--- config.mk ---
export PLATFORM = sky130hd
export DESIGN_NAME = ser9_writer
export DESIGN_NICKNAME = d
export VERILOG_FILES = /design/src/rtl/ser9_pkg.sv /design/src/rtl/ser9_phase_timer.sv /design/src/rtl/ser9_frame_shift.sv /design/src/rtl/ser9_writer.sv
export SDC_FILE = /design/constraint.sdc
export NUM_CORES = 1
export LEC_CHECK = 0
export BUFFER_PORTS_ARGS = -buffer_cell sky130_fd_sc_hd__buf_4
export CAP_MARGIN = 20
export CORE_MARGIN = 2
export CORE_UTILIZATION = 59
export DETAILED_ROUTE_END_ITERATION = 16
export HOLD_SLACK_MARGIN = 0.03
export PLACE_DENSITY = 0.83
export SLEW_MARGIN = 15
export SYNTH_ARGS = -nofsm -noshare
export SYNTH_HDL_FRONTEND = slang
export SYNTH_HIERARCHICAL = 1
export SYNTH_SLANG_ARGS = --single-unit
--- constraint.sdc ---
create_clock -name clk -period 6.9 [get_ports clk]
set_clock_uncertainty 0.1 [all_clocks]
set_input_delay 0.69 -clock clk [delete_from_list [all_inputs] [get_ports clk]]
set_output_delay 0.69 -clock clk [all_outputs]
set_load 0.01 [all_outputs]
--- src/rtl/ser9_pkg.sv ---
package ser9_pkg;

  typedef enum logic [1:0] {
    ST_IDLE  = 2'd0,
    ST_SETUP = 2'd1,
    ST_LOW   = 2'd2,
    ST_HIGH  = 2'd3
  } ser9_state_e;

  localparam logic [1:0] KIND_CMD  = 2'd0;
  localparam logic [1:0] KIND_DATA = 2'd1;

  function automatic logic kind_is_valid(input logic [1:0] kind);
    return (kind == KIND_CMD) || (kind == KIND_DATA);
  endfunction

endpackage

--- src/rtl/ser9_phase_timer.sv ---
module ser9_phase_timer #(
  parameter int HALF = 100
) (
  input  logic clk,
  input  logic rst_n,
  input  logic run,
  output logic tick
);
  localparam int CW = (HALF > 1) ? $clog2(HALF) : 1;
  localparam logic [CW-1:0] LAST = CW'(HALF - 1);

  logic [CW-1:0] cnt_q;

  assign tick = run && (cnt_q == LAST);

  always_ff @(posedge clk or negedge rst_n) begin
    if (!rst_n)      cnt_q <= '0;
    else if (!run)   cnt_q <= '0;
    else if (tick)   cnt_q <= '0;
    else             cnt_q <= cnt_q + 1'b1;
  end

  generate
    if (HALF > 1) begin : g_spacing
      AST_TICK_SPACING: assert property (@(posedge clk) disable iff (!rst_n)
        tick |=> !tick);
    end
  endgenerate

endmodule

--- src/rtl/ser9_frame_shift.sv ---
module ser9_frame_shift #(
  parameter int FW = 9
) (
  input  logic          clk,
  input  logic          rst_n,
  input  logic          load,
  input  logic [FW-1:0] load_word,
  input  logic          shift,
  output logic          cur_bit,
  output logic          next_bit,
  output logic          last
);
  localparam int BW = $clog2(FW);

  logic [FW-1:0] sh_q;
  logic [BW-1:0] left_q;

  assign cur_bit  = sh_q[FW-1];
  assign next_bit = sh_q[FW-2];
  assign last     = (left_q == '0);

  always_ff @(posedge clk or negedge rst_n) begin
    if (!rst_n) begin
      sh_q   <= '0;
      left_q <= '0;
    end else if (load) begin
      sh_q   <= load_word;
      left_q <= BW'(FW - 1);
    end else if (shift) begin
      sh_q   <= {sh_q[FW-2:0], 1'b0};
      left_q <= left_q - 1'b1;
    end
  end

  AST_NO_EXTRA_SHIFT: assert property (@(posedge clk) disable iff (!rst_n)
    shift |-> !last);

  AST_LOAD_EXCLUSIVE: assert property (@(posedge clk) disable iff (!rst_n)
    load |-> !shift);

endmodule

--- src/rtl/ser9_writer.sv ---
module ser9_writer
  import ser9_pkg::*;
#(
  parameter int HALF_PERIOD_CYCLES = 100,
  parameter int DATA_W             = 8
) (
  input  logic              clk,
  input  logic              rst_n,
  input  logic              in_valid,
  output logic              in_ready,
  input  logic [1:0]        in_kind,
  input  logic [DATA_W-1:0] in_byte,
  output logic              busy_o,
  output logic              done_o,
  output logic              cs_n_o,
  output logic              sclk_o,
  output logic              sdo_o
);
  localparam int FW = DATA_W + 1;

  ser9_state_e state_q, state_nx;
  logic tick, cur_bit, next_bit, last;
  logic accept, start, shift;
  logic cs_n_q, sclk_q, sdo_q, done_q;
  logic sdo_nx;

  assign accept = in_valid && in_ready;
  assign start  = accept && kind_is_valid(in_kind);
  assign shift  = (state_q == ST_HIGH) && tick && !last;

  ser9_phase_timer #(.HALF(HALF_PERIOD_CYCLES)) u_timer (
    .clk  (clk),
    .rst_n(rst_n),
    .run  (state_q != ST_IDLE),
    .tick (tick)
  );

  ser9_frame_shift #(.FW(FW)) u_shift (
    .clk      (clk),
    .rst_n    (rst_n),
    .load     (start),
    .load_word({in_kind[0], in_byte}),
    .shift    (shift),
    .cur_bit  (cur_bit),
    .next_bit (next_bit),
    .last     (last)
  );

  always_comb begin
    state_nx = state_q;
    case (state_q)
      ST_IDLE:  if (start) state_nx = ST_SETUP;
      ST_SETUP: if (tick)  state_nx = ST_LOW;
      ST_LOW:   if (tick)  state_nx = ST_HIGH;
      ST_HIGH:  if (tick)  state_nx = last ? ST_IDLE : ST_LOW;
      default:             state_nx = ST_IDLE;
    endcase
  end

  always_comb begin
    case (state_nx)
      ST_LOW: begin
        if (state_q == ST_SETUP)     sdo_nx = cur_bit;
        else if (state_q == ST_HIGH) sdo_nx = next_bit;
        else                         sdo_nx = sdo_q;
      end
      ST_HIGH: sdo_nx = sdo_q;
      default: sdo_nx = 1'b1;
    endcase
  end

  always_ff @(posedge clk or negedge rst_n) begin
    if (!rst_n) begin
      state_q <= ST_IDLE;
      cs_n_q  <= 1'b1;
      sclk_q  <= 1'b1;
      sdo_q   <= 1'b1;
      done_q  <= 1'b0;
    end else begin
      state_q <= state_nx;
      cs_n_q  <= (state_nx == ST_IDLE);
      sclk_q  <= (state_nx != ST_LOW);
      sdo_q   <= sdo_nx;
      done_q  <= (state_q == ST_HIGH) && tick && last;
    end
  end

  assign in_ready = (state_q == ST_IDLE);
  assign busy_o   = (state_q != ST_IDLE);
  assign done_o   = done_q;
  assign cs_n_o   = cs_n_q;
  assign sclk_o   = sclk_q;
  assign sdo_o    = sdo_q;

  AST_IDLE_LINES: assert property (@(posedge clk) disable iff (!rst_n)
    cs_n_o |-> (sclk_o && sdo_o));

  AST_SDO_HOLD_HIGH: assert property (@(posedge clk) disable iff (!rst_n)
    (!cs_n_o && sclk_o && $past(sclk_o) && !$past(cs_n_o)) |-> $stable(sdo_o));

  AST_DONE_SINGLE: assert property (@(posedge clk) disable iff (!rst_n)
    done_o |=> !done_o);

  AST_DONE_AT_RELEASE: assert property (@(posedge clk) disable iff (!rst_n)
    done_o |-> (cs_n_o && !$past(cs_n_o)));

  AST_REJECT_SILENT: assert property (@(posedge clk) disable iff (!rst_n)
    (in_valid && in_ready && in_kind[1]) |=> (cs_n_o && !busy_o));

  AST_BUSY_CS: assert property (@(posedge clk) disable iff (!rst_n)
    $rose(busy_o) |=> !cs_n_o);

endmodule

==> flow_summary_export.csv <==
group,metric,value,unit
run_status,status,"finished, final reports clean",
sta,hold_violations,0,
cts,cts_max_level,1,
global_route,track_usage,19.4,%
hold_path,hp-class,"primary input to async pin",
routing,wl,2210,microns
synthesis,synthCells,123,
setup_path,cp_data_required_time,7.05,ns
final_layout,finish.utilization,69.2,%
floorplan,die_area,2610,sq um
final_layout,drive_gt1_share,22.5,%
setup_path,regToRegSetupSlack,3.90,ns
sta,finalCriticalPeriod,3.00,ns
synthesis,ys_seq_area_share,50.0,%
final_layout,fin_nets,159,
global_route,grt_max_degree,27,
routing,dr.pass1.iters,4,
floorplan,start_util,60.9,%
setup_path,worstSetupEndpointType,"flop",
setup_path,cpPeakStageDelay,0.68,ns
routing,first_iter_violations,12,
flow_run,drv_cap,0,
global_route,grt_pass1_vias,898,
global_route,antenna_found_initial,0,
pwr,power.leakage,0.000625,uW
setup_path,r2r_cells,9,
synthesis,synthesis.area,1310,sq um
placement,numPlacedInstances,166,
setup_path,path_cells,"nor2_1 -> inv_1 -> nand2_1 -> nor4_2 -> and2_1 -> nand2_1 -> nor3b_4 -> nor4b_4 -> mux2i_1",
placement,io_buffers,18,
cts,post_cts.repair.setup_buffers,0,
synthesis,ys_types,37,
routing,drtAntennaViolNets,0,
floorplan,num_rows,17,
synthesis,synthTopCellsByArea,"dfrtp_1 (44%), mux2i_1 (6.9%), dfstp_2 (6.0%)",
cts,post_cts_resized,0,
synthesis,syn_nets,139,
setup_path,worstPathMaxFanout,16,
setup_path,slowest_stage,"nor3b_4",
routing,vias,902,
placement,place_hpwl,1630,microns
sta,fmaxAchievable,333,MHz
cts,clkLatencyLatePin,0.31,ns
pwr,ir_drop,0.000133,V
routing,post_drt_via_cell_ratio,5.31,
final_layout,finalNonFillerCells,170,
cts,max-clock-path-buffers,2,
pwr,p_per_area,169,nW/um^2
sta,slew_violations,0,
floorplan,die_x,51.1,microns
global_route,grt_pass1_wl,3880,microns
setup_path,startpoint_type,"flop",
cts,clk_pin_slew,0.14,ns
final_layout,diodes,0,
sta,rsz0062_at_grt,"false",
synthesis,yosysTopAreaCellShare,44.0,%
synthesis,synth_area_leader_cell,"dfrtp_1",
sta,slew_headroom,47.6,%
setup_path,r2r_end,"u_shift/left_q[3]",
sta,finalSetupViolCount,0,
global_route,overflow,0,
synthesis,syn_area_per_cell,10.6,sq um
floorplan,die_h,51.1,microns
routing,wl_per_cell,13.0,microns
final_layout,fin_area,1490,sq um
synthesis,synth_seq_cells,26,
cts,cts_buffers,3,
floorplan,io-pin-count,19,
routing,drc_errors,0,
setup_path,cp_data_arrival_time,3.15,ns
cts,cts_tree,"built",
setup_path,cpMostUsedCell,"nand2_1",
cts,holdBufCountCts,0,
setup_path,crit_type,"flop to flop",
sta,worstMarginPinSlew,0.786,ns
setup_path,r2r_start,"state_q[1]",
placement,gp_congestion,0.831,
placement,placed_area,1440,sq um
sta,setup_tns,0,ns
floorplan,core,2150,sq um
cts,cts_root_buf,"clkbuf_4",
sta,post-route-period-util,43.5,%
final_layout,syn_to_final_growth,13.7,%
synthesis,yosys_warnings,6,
cts,clock-sinks,26,
## per-stage QoR
step                      total power (uW)  hold WS, ns  setup slack [ns]
final                                  251        0.153              3.90
after global routing                   260        0.167              3.67
after CTS                              255        0.155              3.61
after detailed placement               177        0.421              3.63
after global placement                 176        0.416              3.87
after floorplan                        167        0.294              4.61
## worst max-delay path: cells and delay by family (launching register included)
kind                   cells  cell delay, ns
and+or+nand+nor            7            1.96
DFF                        1            0.48
muxes                      1            0.21
buffers and inverters      1            0.19
## routing by layer
layer | part of all wire [%] | vias up | global-route usage (%) | routed length (microns)
li1 | - | 461 | - | -
met1 | 48 | 429 | 25.7 | 1050
met2 | 49 | 10 | 34.0 | 1090
met3 | 2.3 | 2 | 2.63 | 50
met4 | 0.63 | 0 | 4.05 | 14
met5 | 0 | - | 0 | 0
## how the worst max path moves through the flow
stage                     startpoint                 to  cells past startpoint
after floorplan           state_q[1]    u_shift/sh_q[2]                     11
after global placement    state_q[1]  u_shift/left_q[3]                      9
after detailed placement  state_q[1]  u_shift/left_q[3]                      9
after CTS                 state_q[1]  u_shift/left_q[3]                      9
after global routing      state_q[1]  u_shift/left_q[3]                      9
final                     state_q[1]  u_shift/left_q[3]                      9
## synthesized netlist by cell type
cell      count
dfrtp_1      23
nand2_1      16
mux2i_1       9
inv_1         7
o21ai_0       7
nand2b_1      6
nor2_1        6
nand3_1       4
a211oi_1      3
a21oi_1       3
dfstp_2       3
ha_1          3
nor3b_1       3
o21ai_1       3
and2_1        2
buf_2         2
nor2b_1       2
xor2_1        2
a21bo_1       1
a21oi_2       1
a221oi_2      1
a31oi_1       1
and2_2        1
and3b_1       1
and4_1        1
buf_12        1
buf_6         1
nand3b_1      1
nor3_1        1
nor3b_2       1
nor4_2        1
nor4b_4       1
o21a_1        1
o311ai_0      1
o31ai_1       1
or3_1         1
xnor2_1       1
## final cells by class
cell class / instances / area, sq um
Clock buffer: 4 / 36.3
Fill cell: 162 / 662
Inverter: 7 / 26.3
Multi-Input combinational cell: 86 / 592
Sequential cell: 26 / 654
Tap cell: 28 / 35.0
Timing Repair Buffer: 19 / 143
## report_power, final
group          total (uW)  internal (uW)  leakage (uW)  switching [uW]
Combinational        14.3           7.72      0.000314            6.57
Sequential            160            156      0.000289            3.12
Clock                76.9           32.2     0.0000210            44.7
Total                 251            196      0.000625            54.4
## cells in the final DEF, fill, tap and decap left out, drive strengths merged, types with 2 or more instances in the layout
cell type,n
buf,19
nand2b,6
a21oi,4
nor3b,4
o21ai,10
mux2i,9
and2,3
dfstp,3
clkbuf,4
ha,3
xor2,2
nand2,16
inv,7
dfrtp,23
nor2,6
nand3,4
nor2b,2
a211oi,3
## kinds of logic (layout without fill, tap and decap cells)
group	count (synthesis)	count (layout)	synth area share [%]
AND/OR/NAND/NOR	48	48	21.4
flip-flops	26	26	50.0
AO/OA/AOI/OAI	23	23	11.6
buffers and inverters	11	30	5.17
multiplexers	9	9	6.89
adder cells (fa/ha/maj)	3	3	2.87
XOR/XNOR	3	3	2.01
## flip-flops by register name, indices dropped and copies added (netlist names)
signal and count:
u_shift/left_q 4, u_shift/sh_q 9, cs_n_o 1, sdo_o 1
u_timer/cnt_q 7, done_o 1, state_q 2, sclk_o 1
Note: power is estimated with default switching activity, not from simulation.
